## src/rtl/cfe_pkg.sv

```systemverilog
package cfe_pkg;

    // Bus access width codes; the two top codes both select a full word.
    typedef enum logic [1:0] {
        ACC_BYTE  = 2'd0,
        ACC_HALF  = 2'd1,
        ACC_WORD  = 2'd2,
        ACC_WORD2 = 2'd3
    } acc_size_e;

    localparam int FULL_LANES = 4;

    function automatic logic [2:0] lanes_of(input logic [1:0] code);
        case (acc_size_e'(code))
            ACC_BYTE: return 3'd1;
            ACC_HALF: return 3'd2;
            default:  return 3'd4;
        endcase
    endfunction

endpackage

```

## src/rtl/cfe_tx_fifo.sv

```systemverilog
module cfe_tx_fifo #(
    parameter  int DEPTH = 32,
    parameter  int LANES = 4,
    localparam int PTR_W = $clog2(DEPTH),
    localparam int CNT_W = PTR_W + 1,
    localparam int LW    = $clog2(LANES) + 1
) (
    input  logic               clk,
    input  logic               rst,
    input  logic               flush,
    input  logic               bus_wr,
    input  logic [LW-1:0]      wr_bytes,
    input  logic [LANES*8-1:0] wdata,
    input  logic               pop,
    output logic [7:0]         head,
    output logic [CNT_W-1:0]   count
);
    logic [7:0]       mem [DEPTH];
    logic [PTR_W-1:0] wptr, rptr;
    logic [CNT_W-1:0] cnt, room, want, npush;

    assign room  = CNT_W'(DEPTH) - cnt;
    assign want  = bus_wr ? CNT_W'(wr_bytes) : '0;
    assign npush = (want > room) ? room : want;

    always_ff @(posedge clk) begin
        if (rst || flush) begin
            wptr <= '0;
            rptr <= '0;
            cnt  <= '0;
        end else begin
            wptr <= wptr + PTR_W'(npush);
            rptr <= rptr + PTR_W'(pop);
            cnt  <= cnt + npush - CNT_W'(pop);
        end
    end

    // Lane N-1 of the field is the first byte queued.
    always_ff @(posedge clk) begin
        for (int i = 0; i < LANES; i++) begin
            if (CNT_W'(i) < npush)
                mem[wptr + PTR_W'(i)] <= wdata[(int'(wr_bytes) - 1 - i) * 8 +: 8];
        end
    end

    assign head  = mem[rptr];
    assign count = cnt;

    AST_TX_NO_UNDERFLOW: assert property (@(posedge clk) disable iff (rst)
        pop |-> (cnt != '0));
    AST_TX_BOUNDED: assert property (@(posedge clk) disable iff (rst)
        cnt <= CNT_W'(DEPTH));
endmodule

```

## src/rtl/cfe_rx_fifo.sv

```systemverilog
module cfe_rx_fifo #(
    parameter  int DEPTH = 32,
    parameter  int LANES = 4,
    localparam int PTR_W = $clog2(DEPTH),
    localparam int CNT_W = PTR_W + 1,
    localparam int LW    = $clog2(LANES) + 1
) (
    input  logic               clk,
    input  logic               rst,
    input  logic               flush,
    input  logic               push,
    input  logic [7:0]         din,
    input  logic               bus_rd,
    input  logic [LW-1:0]      rd_bytes,
    output logic [LANES*8-1:0] rdata,
    output logic [CNT_W-1:0]   count
);
    logic [7:0]       mem [DEPTH];
    logic [PTR_W-1:0] wptr, rptr;
    logic [CNT_W-1:0] cnt, want, npop;

    assign want = bus_rd ? CNT_W'(rd_bytes) : '0;
    assign npop = (want > cnt) ? cnt : want;

    always_ff @(posedge clk) begin
        if (rst || flush) begin
            wptr <= '0;
            rptr <= '0;
            cnt  <= '0;
        end else begin
            wptr <= wptr + PTR_W'(push);
            rptr <= rptr + PTR_W'(npop);
            cnt  <= cnt - npop + CNT_W'(push);
        end
    end

    always_ff @(posedge clk) begin
        if (push) mem[wptr] <= din;
    end

    // Oldest byte lands in the top lane of the accessed field.
    always_comb begin
        rdata = '0;
        for (int i = 0; i < LANES; i++) begin
            if (CNT_W'(i) < npop)
                rdata[(int'(rd_bytes) - 1 - i) * 8 +: 8] = mem[rptr + PTR_W'(i)];
        end
    end

    assign count = cnt;

    AST_RX_NO_OVERFLOW: assert property (@(posedge clk) disable iff (rst)
        push |-> (cnt < CNT_W'(DEPTH)));
    AST_RX_FLUSHED: assert property (@(posedge clk) disable iff (rst)
        flush |=> (cnt == '0));
endmodule

```

## src/rtl/cfe_byte_counter.sv

```systemverilog
module cfe_byte_counter #(
    parameter  int LEN_W = 12,
    parameter  int NUM_W = 16,
    localparam int TOT_W = LEN_W + NUM_W
) (
    input  logic             clk,
    input  logic             rst,
    input  logic             start,
    input  logic             abort,
    input  logic [LEN_W-1:0] blk_len,
    input  logic [NUM_W-1:0] blk_cnt,
    input  logic             step,
    output logic             active,
    output logic [TOT_W-1:0] remaining,
    output logic             done
);
    logic [TOT_W-1:0] nxt;
    assign nxt = remaining - TOT_W'(step);

    always_ff @(posedge clk) begin
        if (rst || abort) begin
            active    <= 1'b0;
            remaining <= '0;
            done      <= 1'b0;
        end else if (start) begin
            active    <= 1'b1;
            remaining <= TOT_W'(blk_len) * TOT_W'(blk_cnt);
            done      <= 1'b0;
        end else begin
            done <= 1'b0;
            if (active) begin
                remaining <= nxt;
                if (nxt == '0) begin
                    active <= 1'b0;
                    done   <= 1'b1;
                end
            end
        end
    end

    AST_STEP_WHILE_LEFT: assert property (@(posedge clk) disable iff (rst)
        step |-> (active && remaining != '0));
    AST_DONE_IDLE: assert property (@(posedge clk) disable iff (rst)
        done |-> !active);
    AST_DONE_SINGLE: assert property (@(posedge clk) disable iff (rst)
        done |=> !done);
endmodule

```

## src/rtl/card_fifo_engine.sv

```systemverilog
module card_fifo_engine
    import cfe_pkg::*;
#(
    parameter  int DEPTH = 32,
    parameter  int LEN_W = 12,
    parameter  int NUM_W = 16,
    localparam int LANES = FULL_LANES,
    localparam int DW    = LANES * 8,
    localparam int PTR_W = $clog2(DEPTH),
    localparam int CNT_W = PTR_W + 1,
    localparam int LW    = $clog2(LANES) + 1,
    localparam int TOT_W = LEN_W + NUM_W
) (
    input  logic             clk,
    input  logic             rst,
    input  logic             start,
    input  logic             abort,
    input  logic             xfer_write,
    input  logic [LEN_W-1:0] blk_len,
    input  logic [NUM_W-1:0] blk_cnt,
    input  logic             bus_rd,
    input  logic             bus_wr,
    input  logic [1:0]       bus_size,
    input  logic [DW-1:0]    bus_wdata,
    output logic [DW-1:0]    bus_rdata,
    output logic [7:0]       card_out_data,
    output logic             card_out_valid,
    input  logic             card_out_ready,
    input  logic [7:0]       card_in_data,
    input  logic             card_in_valid,
    output logic             card_in_ready,
    output logic             busy,
    output logic             tx_req,
    output logic             rx_req,
    output logic             data_done,
    output logic             prog_done
);
    logic             flush, dir_wr, active, done, left;
    logic             tx_move, rx_move;
    logic [TOT_W-1:0] remaining;
    logic [CNT_W-1:0] tx_count, rx_count;
    logic [LW-1:0]    acc_lanes;

    assign flush     = start | abort;
    assign acc_lanes = LW'(lanes_of(bus_size));
    assign left      = active && (remaining != '0);

    always_ff @(posedge clk) begin
        if (rst)
            dir_wr <= 1'b0;
        else if (start && !abort)
            dir_wr <= xfer_write;
    end

    cfe_byte_counter #(.LEN_W(LEN_W), .NUM_W(NUM_W)) u_count (
        .clk(clk), .rst(rst), .start(start), .abort(abort),
        .blk_len(blk_len), .blk_cnt(blk_cnt),
        .step(tx_move | rx_move),
        .active(active), .remaining(remaining), .done(done)
    );

    cfe_tx_fifo #(.DEPTH(DEPTH), .LANES(LANES)) u_tx (
        .clk(clk), .rst(rst), .flush(flush),
        .bus_wr(bus_wr), .wr_bytes(acc_lanes), .wdata(bus_wdata),
        .pop(tx_move), .head(card_out_data), .count(tx_count)
    );

    cfe_rx_fifo #(.DEPTH(DEPTH), .LANES(LANES)) u_rx (
        .clk(clk), .rst(rst), .flush(flush),
        .push(rx_move), .din(card_in_data),
        .bus_rd(bus_rd), .rd_bytes(acc_lanes), .rdata(bus_rdata),
        .count(rx_count)
    );

    assign card_out_valid = left && dir_wr && (tx_count != '0);
    assign card_in_ready  = left && !dir_wr && (rx_count < CNT_W'(DEPTH));
    assign tx_move        = card_out_valid && card_out_ready;
    assign rx_move        = card_in_valid && card_in_ready;

    always_ff @(posedge clk) begin
        if (rst || flush)
            rx_req <= 1'b0;
        else if (rx_move)
            rx_req <= 1'b1;
        else if (bus_rd)
            rx_req <= 1'b0;
    end

    assign busy      = active;
    assign tx_req    = left && dir_wr;
    assign data_done = done;
    assign prog_done = done && dir_wr;

    AST_ONE_DIRECTION: assert property (@(posedge clk) disable iff (rst)
        !(card_out_valid && card_in_ready));
    AST_DONE_AFTER_BUSY: assert property (@(posedge clk) disable iff (rst)
        data_done |-> $past(busy));
endmodule

```

## config.mk

```make
export PLATFORM = sky130hd
export DESIGN_NAME = card_fifo_engine
export DESIGN_NICKNAME = d
export VERILOG_FILES = /design/src/rtl/cfe_pkg.sv /design/src/rtl/cfe_tx_fifo.sv /design/src/rtl/cfe_rx_fifo.sv /design/src/rtl/cfe_byte_counter.sv /design/src/rtl/card_fifo_engine.sv
export SDC_FILE = /design/constraint.sdc
export NUM_CORES = 2
export LEC_CHECK = 0
export BUFFER_PORTS_ARGS = -buffer_cell sky130_fd_sc_hd__buf_2
export CORE_MARGIN = 5
export CORE_UTILIZATION = 50
export CTS_CLUSTER_DIAMETER = 200
export DETAILED_ROUTE_END_ITERATION = 16
export PLACE_DENSITY = 0.66
export SLEW_MARGIN = 20
export SYNTH_ARGS = -nofsm -noshare
export SYNTH_HDL_FRONTEND = slang
export SYNTH_SLANG_ARGS = --single-unit
```

## constraint.sdc

```tcl
create_clock -name clk -period 7.1 [get_ports clk]
set_clock_uncertainty 0.15 [all_clocks]
set_input_delay 1.065 -clock clk [delete_from_list [all_inputs] [get_ports clk]]
set_output_delay 1.065 -clock clk [all_outputs]
set_load 0.005 [all_outputs]
```

Word level (Yosys, flattened, before mapping)
Memory sizes are Yosys's and may differ from the RTL's. A register that Yosys moved wholly into a read port is not among the register bits.
Cells that the tools add are included.
{"block": "totals", "in_bits": 79, "mem_bits_rw": 512, "reg_bits": 64, "mem_count": 2}
{"block": "op_classes", "mul": 1, "mux": 32, "shift": 12, "n_bitwise": 4, "eq_ne": 1, "addsub": 24, "reduce_logical": 20, "order_cmp": 11}
{"memory": "u_rx.mem", "depth": 32, "width": 8, "read_ports": 4, "rd_ports_with_merged_regs": 1, "wr": 1, "line": "cfe_rx_fifo.sv:18", "source": "logic [7:0] mem [DEPTH];"}
{"memory": "u_tx.mem", "depth": 32, "width": 8, "read_ports": 1, "rd_ports_with_merged_regs": 1, "wr": 4, "line": "cfe_tx_fifo.sv:18", "source": "logic [7:0] mem [DEPTH];"}
{"cell": "$neg 32->33", "n": 4}
{"cell": "$shift 8x33->32 const A", "n": 4}
{"cell": "$shiftx 8x33->32", "n": 4}
{"cell": "$mux 32", "n": 4}
{"cell": "$shiftx 32x32->8", "n": 4}
{"cell": "$bwmux 32", "n": 3}
{"cell": "$sub 29x3->29 const B", "n": 2}
{"cell": "$mux 28", "n": 2}
{"cell": "$and 32x32->32", "n": 1}
{"cell": "$sub 29x2->29 const B", "n": 1}
{"cell": "$logic_not 28->1", "n": 1}
{"cell": "$mul 12x16->28", "n": 1}
{"cell": "$reduce_bool 28->1", "n": 1}
{"cell": "$sub 28x1->28", "n": 1}
{"cell": "$lt 1x6->1 const A", "n": 4}
{"cell": "$lt 2x6->1 const A", "n": 4}
{"cell": "$add 5x2->5 const B", "n": 4}
{"cell": "$mux 1", "n": 16}
{"cell": "$gt 6x6->1", "n": 2}
{"cell": "$mux 6", "n": 2}
{"cell": "$add 5x1->5", "n": 2}
{"cell": "$add 5x1->5 const B", "n": 2}
{"cell": "$add 5x5->5", "n": 2}
{"cell": "$mux 5", "n": 2}
{"cell": "19 further kinds", "n": 32}

Depth between registers and ports, before layout
{"block": "logic_depth", "depth_word": 13, "depth_mapped": 24, "ltp_nobuf": 20}

Modules after synthesis
Synthesis repeated with hierarchy kept, for this count alone.
{"block": "hier_totals", "cells_unflattened": 4451, "area_unflattened_um2": 50825.0}
{"mod": "cfe_tx_fifo", "instances": 1, "cells_per_inst": 2060, "area_per_inst_um2": 22990.8}
{"mod": "cfe_rx_fifo", "instances": 1, "cells_per_inst": 1372, "area_per_inst_um2": 19489.9}
{"mod": "cfe_byte_counter", "instances": 1, "cells_per_inst": 982, "area_per_inst_um2": 8052.7}
{"mod": "card_fifo_engine", "instances": 1, "cells_per_inst": 37, "area_per_inst_um2": 291.5}

Worst setup path after synthesis
No wires, ideal clock.
{"block": "synth_timing", "kind": "in2reg", "from": "input blk_cnt[1]", "to": "register u_count.remaining[26]", "setup_time_ns": 0.074, "path_slack_ns": 1.001, "t_arrival_ns": 5.875, "cell_stages": 20, "t_required_ns": 6.876, "cell_sequence": "clkbuf_1 > nand2_1 > fa_1 > fa_1 > inv_1 > fa_1 > inv_1 > fa_1 > inv_1 > fa_1 > ha_1 > clkbuf_1 > o21ai_0 > a21boi_0 > o41a_1 > a21oi_1 > o31ai_1 > a211oi_1 > or2_2 > a31oi_1"}
{"block": "synth_between", "elab_chain_cells": 2}
{"element": "from (decl)", "line": "card_fifo_engine.sv:20", "source": "input logic [NUM_W-1:0] blk_cnt,"}
{"element": "$mul 12x16->28", "line": "cfe_byte_counter.sv:27", "source": "remaining <= TOT_W'(blk_len) * TOT_W'(blk_cnt);"}
{"element": "$mux 28", "line": "cfe_byte_counter.sv:25", "source": "end else if (start) begin"}
{"element": "to (signal assigned)", "line": "cfe_byte_counter.sv:27"}
{"element": "to (signal assigned)", "line": "cfe_byte_counter.sv:32", "source": "remaining <= nxt;"}
{"element": "to (decl)", "line": "cfe_byte_counter.sv:14", "source": "output logic [TOT_W-1:0] remaining,"}
No other way between the ends.
A chain may end at the register's enable or synchronous reset.

Worst setup path after layout
{"block": "layout_timing", "from": "input bus_size[0]", "to": "output bus_rdata[13]"}
{"block": "layout_between", "elab_chain_cells": 13, "word_cells_on_any_way": 34}
{"element": "from (decl)", "line": "card_fifo_engine.sv:23", "source": "input logic [1:0] bus_size,"}
{"element": "$eq 2x1->1 or $logic_not 2->1 (tied branches)", "line": "cfe_pkg.sv:14", "source": "case (acc_size_e'(code))"}
{"element": "$pmux 3 s2 (*)", "line": "cfe_pkg.sv:14"}
{"element": "parallel branches: the longest is 10 deep, another holds $neg 32->33"}
{"element": "$mux 32 (*)", "line": "cfe_rx_fifo.sv:45", "source": "if (CNT_W'(i) < npop)"}
{"element": "to (decl)", "line": "card_fifo_engine.sv:25", "source": "output logic [DW-1:0] bus_rdata,"}
Mark *: on every way between the ends.

==> reports/summary.txt <==
PwrDens -> 239 nW/um2
Clock Path Buffers -> 3
most instantiated cells after synthesis -> edfxtp_1, mux4_2, nor2_1
max-slew violation count -> 0
GR Util met2 -> 47.7%
worst slew pin tran -> 1.20 ns
setup_tns -> 0 ns
Yosys top cell by area -> edfxtp_1
Core ar. -> 90000 um2
Via density -> 7.23
RSZ-0062 raised after global routing -> false
hold buffers post-CTS -> 0
vias in the first global route -> 34611
Clk Latency, worst-skew pair -> 0.63 ns
met3 usage -> 9.98%
WL final -> 160000 um
hold crit path type -> reg2reg
fin crit share -> 86.2%
fillcell total -> 7541
CP Class -> in2out
Post-synth top flop -> edfxtp_1
CTS sink cnt -> 576
Critical-path top delay cell -> o21ai_1
Place WS -> 0.624 ns
initial DRC count -> 5903
All-Layer GR Usage -> 32.0%
mean post-synth cell area -> 11.8 um2
multi-input logic area -> 26700 um2
crit path time final -> 6.12 ns
Die H -> 311 um
cell total after placement -> 4949
die area -> 96800 um2
setup bufs post-CTS -> 0
initial antenna violation count -> 22
antenna-violating nets left -> 0
CTS tree -> built
crit path cell chain -> buf_2 > nor2b_2 > inv_1 > ha_1 > buf_4 > and2_1 > ha_1 > nand3_1 > nand2_1 > a21oi_1 > mux2i_1 > nand2_1 > and3b_1 > o21ai_1 > o22ai_1 > buf_2
post-cts resize count -> 0
Top Ports -> 126
root buffer selected by CTS -> clkbuf_16
Flop pwr share -> 32.9%
Max Fclk -> 163 MHz
Die W -> 311 um
Rel. slew slack -> 20.3%
worst-path maximum fanout -> 10
met1 Use GR -> 43.2%
Final Worst Setup Slack -> 0.982 ns
Clock transition at path regs -> 0.06 ns
asr flop ratio synth -> 0%
htree depth -> 3
1st-pass router iterations -> 12
clock power share -> 30.7%
port buffer count -> 125
Crit path largest cell delay -> 0.56 ns
Buf+Inv Stages, Crit Path -> 4
Mapped Area -> 45300 um2
Rows -> 110
status -> completed
Hold Fails Final Rpt -> 0
total gr overflow -> 0
final cell count without fillers -> 5083
synth top area cells -> edfxtp_1, mux4_2, fa_1, ha_1, dfxtp_1
DRC Markers -> 0
count leader, synth -> edfxtp_1
cts bufs inserted -> 68
Post-synth EDFFs -> 512
hpwl dp -> 110000 um
Top delay family on crit path -> compound AO/OA/AOI/OAI gates
RD Place Congestion -> 1.03
global-route wire length before repair -> 232000 um
CP endpoint kind -> output pin
Int Pwr -> 0.00762 W
crit path DAT -> 4.90 ns
fin nets -> 4181
synth unique cells -> 91
Seq/Total Area, Yosys -> 36.7%
MaxCap Viol Count -> 0
register area -> 16700 um2
largest net degree at the start of global routing -> 114
layer with the highest usage -> met2
Cells after Synth -> 3828
Ys Warns -> 0
Yosys top cell area share -> 33.9%
WP data required -> 5.88 ns
Leak Pwr -> 17.6 nW
Yosys reg bits -> 576
Net Sw Frac -> 36.0%
worst vdd ir -> 0.000322 V
Comb power frac -> 36.5%
crit start category -> input port
share of layout cells above drive strength 1 -> 23.5%
Starting Density -> 50.4%
post-DR wirelength/cell -> 31.6 um
Layout area overhead -> 9.60%
Net Switching -> 0.00428 W
via count -> 36761
Final setup viols -> 0
## placed cells by master, fill, tap and decap left out, types with 125 or more instances in the layout
| master | netlist | routed |
|---|---|---|
| buf_2 | 50 | 125 |
| inv_1 | 202 | 202 |
| nand2_1 | 310 | 310 |
| edfxtp_1 | 512 | 512 |
| mux4_2 | 400 | 400 |
| nor2_1 | 337 | 329 |
| a211oi_1 | 146 | 146 |
| o21ai_0 | 144 | 142 |
| buf_4 | 11 | 147 |
| fa_1 | 144 | 144 |
| a221oi_1 | 126 | 126 |
## worst paths after layout
| path | start | endpoint | cells after the start | slack [ns] |
|---|---|---|---|---|
| max | bus_size[0] | bus_rdata[13] | 16 | 0.98 |
| min | rx_req | rx_req | 2 | 0.34 |
| max reg2reg | u_count.remaining[8] | u_count.remaining[27] | 17 | 1.39 |
| min reg2reg | rx_req | rx_req | 2 | 0.34 |
## registers in the layout, indices dropped and copies added (netlist names), 5 cells and up
name	cells
u_rx.mem	256
u_tx.mem	256
u_count.remaining	28
u_rx.count	6
u_tx.count	6
u_rx.rptr	5
u_rx.wptr	5
u_tx.rptr	5
u_tx.wptr	5
## worst register-to-register path: stages (launching register included)
cell,delay (ns)
dfxtp_1,0.52
nor4_1,0.17
nand3_1,0.27
or2_2,0.20
o21ai_1,0.17
nor3_1,0.65
nand2_1,0.30
inv_1,0.33
or2_2,0.18
ha_1,0.15
nor3b_1,0.43
and3_1,0.35
nand2_1,0.20
or2_2,0.39
nor3b_1,0.23
mux2_2,0.38
or3_1,0.38
o211a_1,0.14
## final cells by class
class	instances	share of cell area [%]
clock buffers	79	3.55
well taps	1176	2.96
flip-flops and latches	576	33.5
clock inverters	44	1.14
inverters	202	1.53
repair buffers	274	3.56
diodes	11	0.0554
multi-input cells	2721	53.7
## per-stage QoR
stage	total power, W	utilization, %	instance area [um2]	hold slack, ns
final	0.0119	55.2	49700	0.337
after global routing	0.0125	55.2	49700	0.351
after CTS	0.0118	55.2	49700	0.329
after detailed placement	0.00822	52.6	47300	0.317
after global placement	0.00817	52.6	47300	0.312
after floorplan	0.00705	-	45300	0.316
## power by group through the flow
stage	Combinational [W]	Clock [W]	Sequential (W)
floorplan	0.00311	0	0.00394
global placement	0.00419	0	0.00398
detailed placement	0.00424	0	0.00398
CTS	0.00427	0.00366	0.00391
global route	0.00476	0.00381	0.00392
finish	0.00434	0.00365	0.00391
## cells by family (layout without fill, tap and decap cells)
| logic type | count (synthesis) | in the layout | synth area share, % |
|---|---|---|---|
| adder cells (fa/ha/maj) | 259 | 259 | 9.53 |
| AO/OA/AOI/OAI | 839 | 839 | 13.7 |
| AND/OR/NAND/NOR | 997 | 997 | 10.6 |
| multiplexers | 535 | 535 | 22.9 |
| other | 2 | 15 | 0.0166 |
| XOR/XNOR | 87 | 87 | 1.68 |
| buffers and inverters | 533 | 599 | 4.79 |
| flip-flops | 576 | 576 | 36.7 |
## metal layers
layer | routed length (um) | up-vias
li1 | - | 15038
met2 | 69800 | 3128
met5 | 82 | -
met1 | 57500 | 17979
met3 | 23400 | 604
met4 | 9710 | 12
(Power assumes the default switching activity.)
